### src/rtl/boxsplit_pkg.sv
`timescale 1ns/1ps
package boxsplit_pkg;

  // Per-pixel strobes from the control unit to the datapath, aligned with
  // the registered input pixel.
  typedef struct packed {
    logic pixValid;      // an accepted pixel sits in the input register
    logic firstRow;      // row 0 of the frame: column sums restart
    logic oldValid;      // the line slot holds a pixel of this frame
    logic lineStart;     // column 0: horizontal sum restarts
    logic histValid;     // a column sum 2^M columns back exists
    logic winReady;      // full window available: emit output
    logic outLineFirst;  // first output of an output line
    logic outFrameFirst; // first output of the frame
  } strobe_t;

endpackage

### src/rtl/boxsplit_ctrl.sv
`timescale 1ns/1ps
module boxsplit_ctrl
  import boxsplit_pkg::*;
#(
  parameter int LOG_ROWS  = 2,
  parameter int LOG_COLS  = 3,
  parameter int LOG_PITCH = 5,
  parameter int ROW_W     = 12
) (
  input  logic                 clk,
  input  logic                 rst,
  input  logic                 inActive,
  input  logic                 inHsync,
  input  logic                 inVsync,
  output strobe_t              strb,
  output logic [LOG_PITCH-1:0] curCol,
  output logic [LOG_ROWS-1:0]  curSlot
);

  localparam int WIN_H = 1 << LOG_ROWS;
  localparam int WIN_W = 1 << LOG_COLS;
  localparam int COL_W = LOG_PITCH + 1;

  logic [COL_W-1:0] colCnt;
  logic [ROW_W-1:0] rowCnt;
  logic             waitFirstLine;
  logic             accept;

  // Pixels beyond the line pitch are not accepted.
  assign accept = inActive && !colCnt[LOG_PITCH];

  // Raster position counters
  always_ff @(posedge clk) begin
    if (rst) begin
      colCnt        <= '0;
      rowCnt        <= '0;
      waitFirstLine <= 1'b1;
    end else if (inVsync) begin
      colCnt        <= '0;
      rowCnt        <= '0;
      waitFirstLine <= 1'b1;
    end else if (inHsync) begin
      colCnt <= '0;
      if (waitFirstLine) waitFirstLine <= 1'b0;
      else               rowCnt        <= rowCnt + ROW_W'(1);
    end else if (accept) begin
      colCnt <= colCnt + COL_W'(1);
    end
  end

  // Strobes aligned with the datapath input register
  always_ff @(posedge clk) begin
    if (rst) begin
      strb    <= '0;
      curCol  <= '0;
      curSlot <= '0;
    end else begin
      strb.pixValid      <= accept;
      strb.firstRow      <= (rowCnt == '0);
      strb.oldValid      <= (rowCnt >= ROW_W'(WIN_H));
      strb.lineStart     <= (colCnt == '0);
      strb.histValid     <= (colCnt >= COL_W'(WIN_W));
      strb.winReady      <= (rowCnt >= ROW_W'(WIN_H - 1)) && (colCnt >= COL_W'(WIN_W - 1));
      strb.outLineFirst  <= (rowCnt >= ROW_W'(WIN_H - 1)) && (colCnt == COL_W'(WIN_W - 1));
      strb.outFrameFirst <= (rowCnt == ROW_W'(WIN_H - 1)) && (colCnt == COL_W'(WIN_W - 1));
      curCol             <= colCnt[LOG_PITCH-1:0];
      curSlot            <= rowCnt[LOG_ROWS-1:0];
    end
  end

endmodule

### src/rtl/boxsplit_datapath.sv
`timescale 1ns/1ps
module boxsplit_datapath
  import boxsplit_pkg::*;
#(
  parameter int DATA_W    = 8,
  parameter int LOG_ROWS  = 2,
  parameter int LOG_COLS  = 3,
  parameter int LOG_PITCH = 5
) (
  input  logic                 clk,
  input  logic                 rst,
  input  logic [DATA_W-1:0]    inData,
  input  strobe_t              strb,
  input  logic [LOG_PITCH-1:0] curCol,
  input  logic [LOG_ROWS-1:0]  curSlot,
  output logic [DATA_W-1:0]    lfData,
  output logic [DATA_W:0]      hfData,
  output logic                 outValid,
  output logic                 outLineStart,
  output logic                 outFrameStart
);

  localparam int WIN_W      = 1 << LOG_COLS;
  localparam int HALF_H     = 1 << (LOG_ROWS - 1);
  localparam int HALF_W     = 1 << (LOG_COLS - 1);
  localparam int PITCH      = 1 << LOG_PITCH;
  localparam int ADDR_W     = LOG_ROWS + LOG_PITCH;
  localparam int LINE_DEPTH = 1 << ADDR_W;
  localparam int COL_SUM_W  = DATA_W + LOG_ROWS;
  localparam int ROW_SUM_W  = COL_SUM_W + LOG_COLS;

  // ---- stage A: registered pixel, memory access, column update ----
  logic [DATA_W-1:0]    pixA;
  logic [DATA_W-1:0]    lineMem [LINE_DEPTH];
  logic [COL_SUM_W-1:0] colMem  [PITCH];

  logic [ADDR_W-1:0]    wrAddr;
  logic [ADDR_W-1:0]    ctrAddr;
  logic [DATA_W-1:0]    oldPix;
  logic [COL_SUM_W-1:0] baseSum;
  logic [COL_SUM_W-1:0] newColSum;

  always_ff @(posedge clk) begin
    if (rst) pixA <= '0;
    else     pixA <= inData;
  end

  assign wrAddr  = {curSlot, curCol};
  assign ctrAddr = {curSlot - LOG_ROWS'(HALF_H), curCol - LOG_PITCH'(HALF_W)};

  always_comb begin
    oldPix    = strb.oldValid ? lineMem[wrAddr] : '0;
    baseSum   = strb.firstRow ? '0 : colMem[curCol];
    // Exact column sum: the true result always fits, so modular math is exact.
    newColSum = baseSum + COL_SUM_W'(pixA) - COL_SUM_W'(oldPix);
  end

  always_ff @(posedge clk) begin
    if (strb.pixValid) begin
      lineMem[wrAddr] <= pixA;
      colMem[curCol]  <= newColSum;
    end
  end

  // ---- stage B: horizontal running sum ----
  logic                 bValid;
  logic                 bLineStart;
  logic                 bHistValid;
  logic                 bWinReady;
  logic                 bLineFirst;
  logic                 bFrameFirst;
  logic [COL_SUM_W-1:0] bColSum;
  logic [DATA_W-1:0]    bCentre;

  always_ff @(posedge clk) begin
    if (rst) begin
      bValid      <= 1'b0;
      bLineStart  <= 1'b0;
      bHistValid  <= 1'b0;
      bWinReady   <= 1'b0;
      bLineFirst  <= 1'b0;
      bFrameFirst <= 1'b0;
      bColSum     <= '0;
      bCentre     <= '0;
    end else begin
      bValid      <= strb.pixValid;
      bLineStart  <= strb.lineStart;
      bHistValid  <= strb.histValid;
      bWinReady   <= strb.winReady;
      bLineFirst  <= strb.outLineFirst;
      bFrameFirst <= strb.outFrameFirst;
      bColSum     <= newColSum;
      bCentre     <= lineMem[ctrAddr];
    end
  end

  // Column sums of the last 2^M columns; entry k is k+1 columns back.
  logic [COL_SUM_W-1:0] colHist [WIN_W];

  always_ff @(posedge clk) begin
    if (bValid) begin
      colHist[0] <= bColSum;
      for (int k = 1; k < WIN_W; k++) colHist[k] <= colHist[k-1];
    end
  end

  logic [ROW_SUM_W-1:0] rowSum;
  logic [ROW_SUM_W-1:0] rowSumNext;
  logic [DATA_W-1:0]    lfNext;
  logic [DATA_W:0]      hfNext;

  always_comb begin
    rowSumNext = (bLineStart ? '0 : rowSum) + ROW_SUM_W'(bColSum)
               - (bHistValid ? ROW_SUM_W'(colHist[WIN_W-1]) : '0);
    lfNext     = rowSumNext[ROW_SUM_W-1 -: DATA_W];
    hfNext     = {1'b0, bCentre} - {1'b0, lfNext};
  end

  always_ff @(posedge clk) begin
    if (rst) begin
      rowSum        <= '0;
      lfData        <= '0;
      hfData        <= '0;
      outValid      <= 1'b0;
      outLineStart  <= 1'b0;
      outFrameStart <= 1'b0;
    end else begin
      outValid      <= bValid && bWinReady;
      outLineStart  <= bValid && bLineFirst;
      outFrameStart <= bValid && bFrameFirst;
      if (bValid) rowSum <= rowSumNext;
      if (bValid && bWinReady) begin
        lfData <= lfNext;
        hfData <= hfNext;
      end
    end
  end

endmodule

### src/rtl/box_lowpass_splitter.sv
`timescale 1ns/1ps
module box_lowpass_splitter
  import boxsplit_pkg::*;
#(
  parameter int DATA_W    = 8,
  parameter int LOG_ROWS  = 2,
  parameter int LOG_COLS  = 3,
  parameter int LOG_PITCH = 5,
  parameter int ROW_W     = 12
) (
  input  logic              clk,
  input  logic              rst,
  input  logic [DATA_W-1:0] inData,
  input  logic              inActive,
  input  logic              inHsync,
  input  logic              inVsync,
  output logic [DATA_W-1:0] lfData,
  output logic [DATA_W:0]   hfData,
  output logic              outValid,
  output logic              outLineStart,
  output logic              outFrameStart
);

  strobe_t              strb;
  logic [LOG_PITCH-1:0] curCol;
  logic [LOG_ROWS-1:0]  curSlot;

  boxsplit_ctrl #(
    .LOG_ROWS (LOG_ROWS),
    .LOG_COLS (LOG_COLS),
    .LOG_PITCH(LOG_PITCH),
    .ROW_W    (ROW_W)
  ) u_ctrl (
    .clk     (clk),
    .rst     (rst),
    .inActive(inActive),
    .inHsync (inHsync),
    .inVsync (inVsync),
    .strb    (strb),
    .curCol  (curCol),
    .curSlot (curSlot)
  );

  boxsplit_datapath #(
    .DATA_W   (DATA_W),
    .LOG_ROWS (LOG_ROWS),
    .LOG_COLS (LOG_COLS),
    .LOG_PITCH(LOG_PITCH)
  ) u_datapath (
    .clk          (clk),
    .rst          (rst),
    .inData       (inData),
    .strb         (strb),
    .curCol       (curCol),
    .curSlot      (curSlot),
    .lfData       (lfData),
    .hfData       (hfData),
    .outValid     (outValid),
    .outLineStart (outLineStart),
    .outFrameStart(outFrameStart)
  );

endmodule

### config.mk
export PLATFORM = sky130hd
export DESIGN_NAME = box_lowpass_splitter
export DESIGN_NICKNAME = d
export VERILOG_FILES = /design/src/rtl/boxsplit_pkg.sv /design/src/rtl/boxsplit_ctrl.sv /design/src/rtl/boxsplit_datapath.sv /design/src/rtl/box_lowpass_splitter.sv
export SDC_FILE = /design/constraint.sdc
export NUM_CORES = 2
export LEC_CHECK = 0
export CAP_MARGIN = 20
export CORE_ASPECT_RATIO = 0.75
export CORE_UTILIZATION = 35
export DETAILED_ROUTE_END_ITERATION = 10
export DONT_BUFFER_PORTS = 1
export HOLD_SLACK_MARGIN = 0.12
export PLACE_DENSITY_LB_ADDON = 0.1
export SLEW_MARGIN = 10
export SYNTH_ARGS = -nofsm -noshare
export SYNTH_HDL_FRONTEND = slang
export SYNTH_SLANG_ARGS = --single-unit
export TNS_END_PERCENT = 50
### constraint.sdc
create_clock -name clk -period 5.5 [get_ports clk]
set_clock_uncertainty 0.2 [all_clocks]
set_input_delay 0.275 -clock clk [delete_from_list [all_inputs] [get_ports clk]]
set_output_delay 0.275 -clock clk [all_outputs]
set_load 0.02 [all_outputs]
==> impl_metrics.yaml <==
timing:
  rsz0062_at_grt: "false"
  finalCriticalPeriod_ps: 5330
  tns_ps: 0
  fmax_mhz: 188
  slew_headroom_pct: 21.3
  worstMarginPinSlew_ps: 1180
  final_max_slew_viol_count: 0
  fin_crit_sh_pct: 96.9
  finalSetupViolCount: 0
  hold_violations: 0
worst_setup_path:
  crit_top_cell: "buf_12"
  cpPeakStageDelay_ps: 550
  crit_chain: "buf_12 -> buf_12 -> buf_12 -> mux4_2 -> mux2i_2 -> o22ai_1 -> nor2_1 -> a211oi_1 -> o21a_1 -> fa_1 -> inv_1 -> ha_1 -> buf_4 -> a21o_1 -> a21oi_1 -> o21bai_1 -> a21oi_2 -> o21bai_1 -> a21oi_2 -> xnor2_2 -> buf_12 -> and2_1"
  arrival_ps: 5860
  crit_fanout: 33
  crit_slowest_cell: "mux4_2"
  cp-start-kind: "register"
  cp_num_buf_inv: 6
  end_kind: "register"
  worstPathRequired_ps: 6030
  critPathTopFamily: "compound AO/OA/AOI/OAI gates"
  reg2reg_slack_ps: 170
  worst-setup-path-type: "reg2reg"
synth:
  synth_seq_area_share_pct: 72.8
  syn_nets: 3320
  synth.most_common_cell: "edfxtp_1"
  syn_avg_cell_area_sq_um: 18.9
  synth_warnings: 0
  synth_cells: 3254
  synth_edf_count: 1424
  synth.ff_latch_count: 1523
  synthFlopType: "edfxtp_1"
  async_flop_share_pct: 0
  synth_area_leaders: "edfxtp_1 70%, mux4_2 15%, dfxtp_1 3.2%, mux2i_1 1.4%, nor2_1 1.3%"
  synthTopCellsByCount: "1,424 x edfxtp_1, 400 x mux4_2, 208 x nor2_1"
  synth_top_area_share_pct: 69.6
  yosys.area.top_type: "edfxtp_1"
  syn_area_sq_mm: 0.0615
  synth_cell_types: 64
routing:
  dr_total_vias: 32900
  avgRoutedWirePerCell_microns: 30.9
  wirelength_microns: 185000
  postRouteAntennaNets: 0
  first_iter_violations: 3333
  drtPass1Iterations: 6
  via_per_inst: 5.49
  post-route-drc-count: 0
floorplan:
  dieArea_sq_mm: 0.177
  die_y_microns: 365
  ios: 33
  initial_core_util_pct: 35.4
  die_w_microns: 486
  rows: 132
  core_sq_mm: 0.174
placed_design:
  dp_hpwl_microns: 125000
  port_buffers: 0
  gp_congestion: 0.890
  place_inst: 5656
pwr:
  p_per_area_mw_per_mm2: 364
  vdd_drop_max_v: 0.000232
  p_switching_uw: 6150
  power_frac_seq_pct: 50.7
  internal_power_uw: 19900
  p_comb_share_pct: 9.3
  switching_share_pct: 23.6
  power.leakage_uw: 0.0225
  pwr-share-clk_pct: 40.0
clock_tree:
  clkSlewWorstSetupHoldPaths_ps: 60
  cts_inserted_buffers: 156
  cts_tree: "done"
  clk_latency_ps: 800
  clock-sinks: 1523
  cts_root_buffer: "clkbuf_16"
  cts_buffer_depth: 3
  htreeDepth: 4
run_status:
  status: "finished clean"
cells_and_area:
  fin_util_pct: 41.2
  multiInputGateArea_sq_mm: 0.0157
  nets: 3573
  synthToLayoutAreaGrowth_pct: 16.3
  drive_gt1_share_pct: 25.2
  regArea_sq_mm: 0.0448
  instances_no_fill: 5984
  num-fill-cells: 15400
global_routing:
  antenna_found_initial: 5
  grt_max_degree: 93
  grt_pass1_wl_microns: 260000
  track_usage_pct: 20.9
  grt_pass1_vias: 33200
  overflow: 0
hold_path:
  hp-class: "reg2reg"
job:
  maxCapViolations: 0
==> registers in the layout, indices dropped and copies added (netlist names), 2 cells and up <==
register and flops:
u_ctrl.strb 8, u_datapath.colHist 80, u_datapath.bColSum 10, u_datapath.lfData 8, u_ctrl.curCol 5, u_datapath.bCentre 8, u_datapath.hfData 9, u_datapath.rowSum 13
u_ctrl.curSlot 2, u_datapath.lineMem 1024, u_ctrl.colCnt 6, u_datapath.pixA 8, u_datapath.colMem 320, u_ctrl.rowCnt 12
==> final cells by class <==
| type | instances | share of cell area, % |
|---|---|---|
| clock buffers | 203 | 5.81 |
| repair buffers | 279 | 3.83 |
| diodes | 3 | 0.0105 |
| flip-flops and latches | 1523 | 62.6 |
| clock inverters | 84 | 1.10 |
| well taps | 2345 | 4.10 |
| inverters | 101 | 0.537 |
| multi-input cells | 1446 | 22.0 |
==> repair_timing <==
item,in CTS,in global routing
buffers inserted,2,4
hold endpoints to repair,99,0
endpoints found under the setup margin,124,156
hold buffers,27,0
resized for setup,5,15
pin swaps,0,1
==> worst register-to-register path, stage by stage (launching register included) <==
cell,delay (ps)
dfxtp_4,420
buf_12,140
buf_12,190
buf_12,240
mux4_2,560
mux2i_2,350
o22ai_1,150
nor2_1,260
a211oi_1,140
o21a_1,250
fa_1,480
inv_1,40
ha_1,280
buf_4,150
a21o_1,170
a21oi_1,190
o21bai_1,110
a21oi_2,180
o21bai_1,100
a21oi_2,180
xnor2_2,150
buf_12,200
and2_1,150
==> through the flow <==
stage | setup WS, ps | power (uW) | hold slack [ps] | area (sq um)
6_report | 168 | 26000 | 208 | 71500
5_1_grt | 7.38 | 26900 | 177 | 71500
4_1_cts | 66.7 | 26300 | 124 | 71300
3_5_place_dp | -345 | 15800 | 149 | 66000
3_3_place_gp | -372 | 15800 | 149 | 66000
2_1_floorplan | 202 | 14900 | 200 | 61500
==> cell usage in the layout, fill, tap and decap left out, types with 30 or more instances in the layout <==
master	count
a21oi_1	86
a22oi_1	34
buf_12	40
buf_4	202
clkbuf_1	43
clkbuf_16	159
clkinv_1	33
dfxtp_1	86
edfxtp_1	1424
ha_1	33
inv_1	99
mux2i_1	81
mux4_2	400
nand2_1	193
nand3_1	30
nor2_1	207
nor2b_1	33
o22ai_1	33
==> power groups by stage <==
stage | Clock [uW] | Combinational, uW | Sequential, uW
5_1_grt | 11100 | 2690 | 13200
3_3_place_gp | 0 | 2330 | 13400
6_report | 10400 | 2420 | 13200
3_5_place_dp | 0 | 2370 | 13400
4_1_cts | 10600 | 2420 | 13200
2_1_floorplan | 0 | 1410 | 13400
==> metal layers <==
layer  share of wire, %  up-vias  wire length, microns  GRT usage [%]
met1                 47    17700                 86000           31.6
li1                   -    13600                     -              -
met4                2.2        0                  4010           5.20
met3                8.0      254                 14900           4.82
met5                  0        -                     0         0.0537
met2                 43     1350                 80000           30.3
==> final timing paths <==
path,from,endpoint,depth (start not counted)
worst max-delay path,u_ctrl.curCol[0],u_datapath.bColSum[8],22
worst min-delay path,u_datapath.colHist[0][10],u_datapath.colHist[0][20],0
worst max register to register,u_ctrl.curCol[0],u_datapath.bColSum[8],22
worst min register to register,u_datapath.colHist[0][10],u_datapath.colHist[0][20],0
==> cells by family after synthesis <==
kind of cell / share of synthesized area, %
fa+ha+maj: 1.31
buf+inv: 1.99
compound gates: 2.98
mux: 16.1
flops: 72.8
simple gates: 4.31
xor+xnor: 0.513
Power figures use the tool's default switching activity.
